File: src/rtl/nand_ecc1_pkg.sv
// Shared widths and status encoding for the one-bit NAND ECC block.
// Assumes chunks of at most 512 bytes, so a byte index fits in 9 bits.
package nand_ecc1_pkg;
    localparam int IDX_W  = 9;
    localparam int BIT_W  = 3;
    localparam int HALF_W = IDX_W + BIT_W;
    localparam int CODE_W = 2 * HALF_W;

    typedef enum logic [1:0] {
        ST_CLEAN = 2'd0,
        ST_FIXED = 2'd1,
        ST_BAD   = 2'd2
    } ecc_status_t;
endpackage

File: src/rtl/ecc1_contrib.sv
// Parity contribution of one byte: XOR of the bit addresses of its set bits
// (high half) and of their complements (low half). Purely combinational.
module ecc1_contrib
    import nand_ecc1_pkg::*;
(
    input  logic [7:0]        data_i,
    input  logic [IDX_W-1:0]  idx_i,
    output logic [HALF_W-1:0] hi_o,
    output logic [HALF_W-1:0] lo_o
);
    logic [HALF_W-1:0] hi_t [8];
    logic [HALF_W-1:0] lo_t [8];

    genvar b;
    generate
        for (b = 0; b < 8; b++) begin : g_bit
            // address term of bit b when it is set
            assign hi_t[b] = data_i[b] ? {idx_i, BIT_W'(b)} : '0;
            assign lo_t[b] = data_i[b] ? ~{idx_i, BIT_W'(b)} : '0;
        end
    endgenerate

    // fold the eight terms into one contribution per half
    always_comb begin
        hi_o = '0;
        lo_o = '0;
        for (int k = 0; k < 8; k++) begin
            hi_o = hi_o ^ hi_t[k];
            lo_o = lo_o ^ lo_t[k];
        end
    end
endmodule

File: src/rtl/ecc1_accum.sv
// Counts the bytes of a chunk and accumulates the two parity halves.
// Pulses code_valid_o one cycle after the last byte; bytes after the last
// are ignored until the next chunk start. Assumes 2 <= CHUNK_BYTES <= 512.
module ecc1_accum
    import nand_ecc1_pkg::*;
#(
    parameter int CHUNK_BYTES = 512
) (
    input  logic              clk,
    input  logic              rst_n,
    input  logic              chunk_start_i,
    input  logic              byte_valid_i,
    input  logic [7:0]        byte_i,
    output logic [CODE_W-1:0] code_o,
    output logic              code_valid_o
);
    localparam int CNT_W = $clog2(CHUNK_BYTES + 1);

    logic [CNT_W-1:0]  count;
    logic [HALF_W-1:0] hi_q, lo_q;
    logic [HALF_W-1:0] hi_c, lo_c;
    logic [IDX_W-1:0]  idx;
    logic              done;
    logic              take;

    assign done = (count == CNT_W'(CHUNK_BYTES));
    assign take = byte_valid_i && !done;
    assign idx  = chunk_start_i ? '0 : IDX_W'(count);

    ecc1_contrib u_contrib (
        .data_i (byte_i),
        .idx_i  (idx),
        .hi_o   (hi_c),
        .lo_o   (lo_c)
    );

    // byte counter, parity halves and end-of-chunk pulse
    always_ff @(posedge clk) begin
        if (!rst_n) begin
            count        <= '0;
            hi_q         <= '0;
            lo_q         <= '0;
            code_valid_o <= 1'b0;
        end else begin
            code_valid_o <= 1'b0;
            if (chunk_start_i) begin
                count <= byte_valid_i ? CNT_W'(1) : '0;
                hi_q  <= byte_valid_i ? hi_c : '0;
                lo_q  <= byte_valid_i ? lo_c : '0;
            end else if (take) begin
                count        <= count + CNT_W'(1);
                hi_q         <= hi_q ^ hi_c;
                lo_q         <= lo_q ^ lo_c;
                code_valid_o <= (count == CNT_W'(CHUNK_BYTES - 1));
            end
        end
    end

    // stored form is inverted so that erased flash matches
    assign code_o = ~{hi_q, lo_q};

    p_count_bound_r5 : assert property (@(posedge clk) disable iff (!rst_n)
        count <= CNT_W'(CHUNK_BYTES));

    p_done_frozen_r5 : assert property (@(posedge clk) disable iff (!rst_n)
        done && !chunk_start_i |=> $stable(code_o));

    p_pulse_single_r3 : assert property (@(posedge clk) disable iff (!rst_n)
        code_valid_o |=> !code_valid_o);

    p_pulse_at_end_r3 : assert property (@(posedge clk) disable iff (!rst_n)
        code_valid_o |-> done);

    p_idle_no_change_r11 : assert property (@(posedge clk) disable iff (!rst_n)
        !byte_valid_i && !chunk_start_i |=> $stable(code_o));
endmodule

File: src/rtl/ecc1_classify.sv
// Compares a computed code with a stored one and classifies the difference:
// clean, single data bit (with its location), single check bit, or
// uncorrectable. Purely combinational.
module ecc1_classify
    import nand_ecc1_pkg::*;
#(
    parameter int CHUNK_BYTES = 512
) (
    input  logic [CODE_W-1:0] calc_i,
    input  logic [CODE_W-1:0] stored_i,
    output ecc_status_t       status_o,
    output logic              fix_en_o,
    output logic [IDX_W-1:0]  fix_byte_o,
    output logic [BIT_W-1:0]  fix_bit_o
);
    logic [CODE_W-1:0] diff;
    logic              halves_cpl;
    logic              one_bit;
    logic              in_range;

    assign diff       = calc_i ^ stored_i;
    assign halves_cpl = ((diff[CODE_W-1:HALF_W] ^ diff[HALF_W-1:0]) == '1);
    assign one_bit    = (diff != '0) && ((diff & (diff - CODE_W'(1))) == '0);
    assign fix_byte_o = diff[CODE_W-1 -: IDX_W];
    assign fix_bit_o  = diff[HALF_W +: BIT_W];
    assign in_range   = ({1'b0, fix_byte_o} < (IDX_W + 1)'(CHUNK_BYTES));

    // decision tree over the difference pattern
    always_comb begin
        status_o = ST_BAD;
        fix_en_o = 1'b0;
        if (diff == '0) begin
            status_o = ST_CLEAN;
        end else if (halves_cpl) begin
            status_o = in_range ? ST_FIXED : ST_BAD;
            fix_en_o = in_range;
        end else if (one_bit) begin
            status_o = ST_FIXED;
        end
    end
endmodule

File: src/rtl/nand_ecc1.sv
// One-bit NAND ECC: streams a chunk through the parity accumulator, then in
// the code strobe cycle compares against the stored code and latches the
// classification, held until the next chunk start. A result latch wins over
// a chunk start that falls in the same cycle.
module nand_ecc1
    import nand_ecc1_pkg::*;
#(
    parameter int CHUNK_BYTES = 512
) (
    input  logic              clk,
    input  logic              rst_n,
    input  logic              chunk_start_i,
    input  logic              byte_valid_i,
    input  logic [7:0]        byte_i,
    input  logic [CODE_W-1:0] stored_code_i,
    output logic [CODE_W-1:0] code_o,
    output logic              code_valid_o,
    output logic              result_valid_o,
    output logic [1:0]        status_o,
    output logic              fix_en_o,
    output logic [IDX_W-1:0]  fix_byte_o,
    output logic [BIT_W-1:0]  fix_bit_o
);
    ecc_status_t      cls_status;
    logic             cls_fix;
    logic [IDX_W-1:0] cls_byte;
    logic [BIT_W-1:0] cls_bit;

    ecc1_accum #(.CHUNK_BYTES(CHUNK_BYTES)) u_accum (
        .clk           (clk),
        .rst_n         (rst_n),
        .chunk_start_i (chunk_start_i),
        .byte_valid_i  (byte_valid_i),
        .byte_i        (byte_i),
        .code_o        (code_o),
        .code_valid_o  (code_valid_o)
    );

    ecc1_classify #(.CHUNK_BYTES(CHUNK_BYTES)) u_classify (
        .calc_i     (code_o),
        .stored_i   (stored_code_i),
        .status_o   (cls_status),
        .fix_en_o   (cls_fix),
        .fix_byte_o (cls_byte),
        .fix_bit_o  (cls_bit)
    );

    // result hold register: latch on code strobe, clear on a later start
    always_ff @(posedge clk) begin
        if (!rst_n) begin
            result_valid_o <= 1'b0;
            status_o       <= ST_CLEAN;
            fix_en_o       <= 1'b0;
            fix_byte_o     <= '0;
            fix_bit_o      <= '0;
        end else if (code_valid_o) begin
            result_valid_o <= 1'b1;
            status_o       <= cls_status;
            fix_en_o       <= cls_fix;
            fix_byte_o     <= cls_fix ? cls_byte : '0;
            fix_bit_o      <= cls_fix ? cls_bit : '0;
        end else if (chunk_start_i) begin
            result_valid_o <= 1'b0;
            status_o       <= ST_CLEAN;
            fix_en_o       <= 1'b0;
            fix_byte_o     <= '0;
            fix_bit_o      <= '0;
        end
    end

    p_result_follows_r10 : assert property (@(posedge clk) disable iff (!rst_n)
        code_valid_o |=> result_valid_o);

    p_clear_on_start_r10 : assert property (@(posedge clk) disable iff (!rst_n)
        chunk_start_i && !code_valid_o |=> !result_valid_o && !fix_en_o);

    p_hold_result_r10 : assert property (@(posedge clk) disable iff (!rst_n)
        !code_valid_o && !chunk_start_i |=> $stable(status_o) && $stable(fix_byte_o));

    p_fix_implies_fixed_r7 : assert property (@(posedge clk) disable iff (!rst_n)
        fix_en_o |-> result_valid_o && status_o == 2'd1);

    p_status_legal_r9 : assert property (@(posedge clk) disable iff (!rst_n)
        status_o != 2'd3);

    p_start_in_pulse_r12 : assert property (@(posedge clk) disable iff (!rst_n)
        code_valid_o && chunk_start_i |=> result_valid_o);
endmodule

File: config.mk
export PLATFORM = sky130hd
export DESIGN_NAME = nand_ecc1
export DESIGN_NICKNAME = d
export VERILOG_FILES = /design/src/rtl/nand_ecc1_pkg.sv /design/src/rtl/ecc1_contrib.sv /design/src/rtl/ecc1_accum.sv /design/src/rtl/ecc1_classify.sv /design/src/rtl/nand_ecc1.sv
export SDC_FILE = /design/constraint.sdc
export NUM_CORES = 1
export LEC_CHECK = 0
export BUFFER_PORTS_ARGS = -buffer_cell sky130_fd_sc_hd__buf_4
export CORE_UTILIZATION = 58
export CTS_CLUSTER_DIAMETER = 120
export DETAILED_ROUTE_END_ITERATION = 10
export GPL_ROUTABILITY_DRIVEN = 0
export HOLD_SLACK_MARGIN = 0.12
export PLACE_DENSITY = 0.94
export SYNTH_ARGS = -nofsm -noshare
export SYNTH_HDL_FRONTEND = slang
export SYNTH_SLANG_ARGS = --single-unit
File: constraint.sdc
create_clock -name clk -period 4.3 [get_ports clk]
set_input_delay 0.215 -clock clk [delete_from_list [all_inputs] [get_ports clk]]
set_output_delay 0.215 -clock clk [all_outputs]
set_load 0.005 [all_outputs]
# [After elaboration in Yosys (flattened, before gate mapping)]
# Cells that the tools add are included.
[op_classes] n_addsub=2 eq_ne=3 muxes=42 n_bitwise=30 reduce_logical=9
[op_table] op="2-to-1 mux 12 bit" n=22
[op_table] op="XOR 12 bit" n=17
[op_table] op="inverter 12 bit" n=8
[op_table] op="zero test 24 bit" n=2
[op_table] op="2-to-1 mux 9 bit" n=4
[op_table] op="AND 24 bit" n=1
[op_table] op="inverter 24 bit" n=1
[op_table] op="nonzero test 24 bit" n=1
[op_table] op="subtractor 24 x 1 -> 24 bit (second input constant)" n=1
[op_table] op="XOR 24 bit" n=1
[op_table] op="2-to-1 mux 10 bit" n=2
[op_table] op="== test 12 bit (second input constant)" n=1
[op_table] op="adder 10 x 1 -> 10 bit (second input constant)" n=1
[op_table] op="== test 10 bit (second input constant)" n=1
[op_table] op="== test 10 x 9 -> 1 bit (second input constant)" n=1
[op_table] op="2-to-1 mux 2 bit" n=5
[op_table] op="2-to-1 mux 3 bit" n=3
[op_table] op="2-to-1 mux 1 bit" n=6
[op_table] op="nonzero test 2 bit" n=2
[op_table] op="OR reduction 3 bit" n=1
[op_table] op="logical AND 1 bit" n=2
[op_table] op="inverter 1 bit" n=2
[op_table] op="zero test 1 bit" n=1
[word_totals] register_bits=51 inputBits=36 output_inout_bits=41 elab_cells=95

# [Longest topological paths before layout]
[logic_depth] depth_word=13 mapped_depth=8

# [By module]
# Synthesis repeated with hierarchy kept, for this count alone.
[unflattened] hier_cells=494 area_unflattened_um2=4063.9
[by_module_without_submodules] mod="ecc1_accum" n_inst=1 cells_per_inst=298 area_each_um2=2280.9
[by_module_without_submodules] mod="ecc1_classify" n_inst=1 cells_per_inst=90 area_each_um2=838.3
[by_module_without_submodules] mod="nand_ecc1" n_inst=1 cells_per_inst=71 area_each_um2=680.7
[by_module_without_submodules] mod="ecc1_contrib" n_inst=1 cells_per_inst=35 area_each_um2=264.0

# [Least setup slack after synthesis]
# OpenSTA, ideal clock, no wires.
[synth_path] kind="register to register" from="register u_accum.count[0]" to="register u_accum.hi_q[10]" t_arrival_ns=1.957 t_required_ns=4.172 setup_slack_ns=2.215 path_stages_with_launch=9 path_buffers=1 period_less_slack_ns=2.085 path_cell_list="dfxtp_1 > inv_1 > ha_1 > a41oi_2 > nor3b_2 > clkbuf_1 > nand2_1 > xnor2_1 > nor2_1"
[synth_between] elab_chain_len=4
[synth_rtl] item="from (decl)" line="ecc1_accum.sv:19" source="logic [CNT_W-1:0] count;"
[synth_rtl] item="from (signal assigned)" line="ecc1_accum.sv:47" source="count <= byte_valid_i ? CNT_W'(1) : '0;"
[synth_rtl] item="from (signal assigned)" line="ecc1_accum.sv:51" source="count <= count + CNT_W'(1);"
[synth_rtl] item="== test 10 bit" line="ecc1_accum.sv:26" source="assign done = (count == CNT_W'(CHUNK_BYTES));"
[synth_rtl] item="zero test 1 bit" line="ecc1_accum.sv:27" source="assign take = byte_valid_i && !done;"
[synth_rtl] item="logical AND 1 bit" line="ecc1_accum.sv:27"
[synth_rtl] item="nonzero test 2 bit (no line)"
[synth_rtl] item="to (signal assigned)" line="ecc1_accum.sv:48" source="hi_q <= byte_valid_i ? hi_c : '0;"
[synth_rtl] item="to (signal assigned)" line="ecc1_accum.sv:52" source="hi_q <= hi_q ^ hi_c;"
[synth_rtl] item="to (decl)" line="ecc1_accum.sv:20" source="logic [HALF_W-1:0] hi_q, lo_q;"
# No other way between the ends.
# A chain may end at the register's enable or synchronous reset.

# [Worst setup path in the final report]
[layout_path] from="register u_accum.hi_q[4]" to="register status_o[0]"
[layout_between] elab_chain_len=10 elab_cells_between_ends=14 classes_between="add/sub: 1; eq/ne: 1; mux: 4; bitwise: 4; reduce/logical: 4"
[layout_rtl] item="inverter 24 bit *" line="ecc1_accum.sv:60" source="assign code_o = ~{hi_q, lo_q};"
[layout_rtl] item="XOR 24 bit *" line="ecc1_classify.sv:21" source="assign diff = calc_i ^ stored_i;"
[layout_rtl] item="subtractor 24 x 1 -> 24 bit" line="ecc1_classify.sv:23" source="assign one_bit = (diff != '0) && ((diff & (diff - CODE_W'(1))) == '0);"
[layout_rtl] item="AND 24 bit" line="ecc1_classify.sv:23"
[layout_rtl] item="zero test 24 bit" line="ecc1_classify.sv:23"
[layout_rtl] item="logical AND 1 bit" line="ecc1_classify.sv:23"
[layout_rtl] item="2-to-1 mux 2 bit" line="ecc1_classify.sv:37" source="end else if (one_bit) begin"
[layout_rtl] item="2-to-1 mux 2 bit" line="ecc1_classify.sv:34" source="end else if (halves_cpl) begin"
[layout_rtl] item="2-to-1 mux 2 bit *" line="ecc1_classify.sv:32" source="if (diff == '0) begin"
[layout_rtl] item="2-to-1 mux 2 bit *" line="nand_ecc1.sv:56" source="end else if (code_valid_o) begin"
[layout_rtl] item="to (signal assigned)" line="nand_ecc1.sv:58" source="status_o <= cls_status;"
[layout_rtl] item="to (decl)" line="nand_ecc1.sv:19" source="output logic [1:0] status_o,"
# Every way passes the cells marked *; elsewhere a longest branch is shown, timed or not.

==> metrics.txt <==
latest clock arrival within the worst-skew pair=around 320 ps; Area growth syn-to-layout=22.55%; Residual DRC=1; register area=slightly above 1000 um^2; register area share after synthesis=between 30% and 40%; clock root cell=clkbuf_8; status=finished with violations; Port Buf Inserts=between 70 and 80; WL/cell=about 15 um; Ys Warns=0; Fillers=about 370; PwrDens=around 300 nW/um^2; Area contributors post-synth=dfxtp_1 32%, xnor2_1 18%, o21ai_0 4.3%, inv_1 4.2%, xor2_1 3.9%; first-pass GRT wire length=12720 um; violated checks=design-rule violations; fin crit period=~2500 ps; pin count of the biggest net entering global routing=35; CTS tree=built; Std-Cell Rows=26; initial DRC count=approximately 280; clock buffer depth=2; Setup Buffers After CTS=0; slew margin rel.=between 20% and 30%; critical path cell sequence=xor2_1, nand2_1, nor4_1, and3_1, o22ai_1, a2111oi_2, o221a_1; RSZ-0062 raised after global routing=no; total wire length=slightly above 8000 um; Slew @ Worst Pin=~1100 ps; critical path arrival=approximately 2800 ps; peak supply drop=around 0.00019 V; min-delay worst type=in -> reg; Post-synth EDFFs=0; routed via count=approximately 3.1k; top cells by count, synth=65 x xnor2_1, 51 x dfxtp_1, 35 x inv_1, 30 x nand2_1, 27 x o21ai_0; WP data required=approximately 4600 ps; Worst path max stage delay=around 500 ps; Slew Viols, Final=0; final HPWL from detailed placement=approximately 6100 um; clock tree sinks=between 50 and 60; Place WS=~1700 ps; area of the multi-input gates=between 1500 and 2000 um^2; aggregate negative setup slack=0 ps; clk_skew=roughly 8.7 ps; post-synth top area cell=dfxtp_1; Synth top area share=between 30% and 40%; Hold Fails Final Rpt=0; vias per cell=about 5.8; Syn Inst Count=395; drt pass-1 iters=8; critical path fanouts, max=5; die area=~5700 um^2; post_cts resized=0; clock slew at reported path FFs=around 90 ps; syn_nets=433; vias in the first global route=about 2.7k; n_diodes=0; synth unique cells=43; Antenna Nets Post-Route=0; layout cells sized above 1=around a fifth; Fmax=0.3980 GHz; starting density of the core=between 60% and 70%; most frequent cell after synthesis=xnor2_1; fin nets=~510; # IOs=77; Max-Cap Viols=0; CTS Hold Bufs=0; Syn Area/Cell=~8 um^2; Overall Global Routing Usage=approximately 30%; synthesis-stage register bit count=51; H-Tree Depth=2; Die Wd=75.65 um; Final WS setup=between 1500 and 2000 ps; Lkg Pwr=roughly 1.4 nW; cts bufs inserted=5; grt total ovfl=0; die height=approximately 76 um; final setup fails=0; Final Util=between 70% and 80%; slowest CP cell=nor4_1; asr flop ratio synth=0%; CP Launch Type=flop; final worst-path cycle share=~58%; top_reg_cell synth=dfxtp_1; Core Area=5172 um^2; Setup CP Type=reg -> reg; initial antenna violation count=0; Setup crit end kind=flop; hold slack=270.8 ps; mapped cell area=between 3000 and 4000 um^2
-- logic make-up (layout without fill, tap and decap cells) --
| group | Yosys count | count (layout) | synth area share [%] |
|---|---|---|---|
| AO/OA/AOI/OAI | 77 | 77 | 14.76 |
| XOR/XNOR | 80 | 80 | 22.51 |
| adder cells (fa/ha/maj) | 3 | 3 | 1.114 |
| buffers and inverters | 47 | 120 | 5.609 |
| flip-flops | 51 | 51 | 32.46 |
| AND/OR/NAND/NOR | 137 | 137 | 23.55 |
-- metal layers --
metal	track usage, %	routed length, um	vias to the layer above
met5	0	0	-
met4	14.40	269	0
met3	4.365	689	33
met2	49.70	3970	183
met1	37.91	3203	1429
li1	-	-	1483
-- cell usage in the layout (no fill, tap or decap), types with 2 or more instances in the layout --
master	instances
a31oi_1	10
nor4_4	2
and4_1	2
or3_1	3
nor4_1	6
a21boi_0	4
or2_2	2
buf_4	77
nand4_1	8
xor2_1	14
nor2_1	24
o22ai_1	5
nand2b_1	3
xnor2_1	65
nor3_1	7
nand3_1	20
inv_1	35
o21ai_0	27
and2_1	16
a21oi_1	19
nand2_1	30
a22oi_1	4
ha_1	2
nor2b_1	6
and3_1	2
dfxtp_1	51
clkbuf_8	5
-- where the power goes --
part	total, mW	switching [mW]	internal, mW	leakage, nW
clock network	0.283	0.166	0.117	0.0418
registers	0.523	0.0274	0.496	0.414
logic	0.383	0.217	0.167	0.957
total	1.19	0.410	0.780	1.41
-- state kept, by name, indices dropped and copies added, names as in the netlist --
| signal | flops |
|---|---|
| result_valid_o | 1 |
| fix_bit_o | 3 |
| fix_byte_o | 9 |
| status_o | 2 |
| u_accum.code_valid_o | 1 |
| fix_en_o | 1 |
| u_accum.lo_q | 12 |
| u_accum.hi_q | 12 |
| u_accum.count | 10 |
-- area by class of cell --
class	count	share of cell area, %
inverters	35	3.408
clock inverters	2	0.4219
clock buffers	6	1.883
multi-input cells	297	50.54
well taps	70	2.272
repair buffers	77	15.00
flip-flops and latches	51	26.48
-- critical path, delay by kind of cell, from the launching register on --
family | cells | cell delay (ps)
DFF | 1 | 360
and+or+nand+nor | 3 | 940
AOI/OAI and AO/OA | 3 | 730
xor gates and xnor gates | 1 | 420
-- per-stage QoR --
| stage | area (um^2) | power (mW) | std cells |
|---|---|---|---|
| global placement | 3766 | 0.8883 | 530 |
| floorplan | 3146 | 0.7828 | 395 |
| global route | 3855 | 1.250 | 538 |
| finish | 3855 | 1.190 | 538 |
| detailed placement | 3766 | 0.9026 | 530 |
| CTS | 3855 | 1.182 | 538 |
-- worst paths after layout --
kind / start / to / slack (ps) / cells after the start
max: u_accum.hi_q[4]$_SDFFE_PN0P_ / status_o[0]$_SDFFE_PN0P_ / 1790 / 7
min reg2reg: fix_en_o$_SDFFE_PN0P_ / fix_en_o$_SDFFE_PN0P_ / 470 / 2
min: byte_valid_i / u_accum.code_valid_o$_SDFF_PP0_ / 270 / 3
max reg2reg: u_accum.hi_q[4]$_SDFFE_PN0P_ / status_o[0]$_SDFFE_PN0P_ / 1790 / 7
No activity file was read; power rests on OpenSTA's default activity.
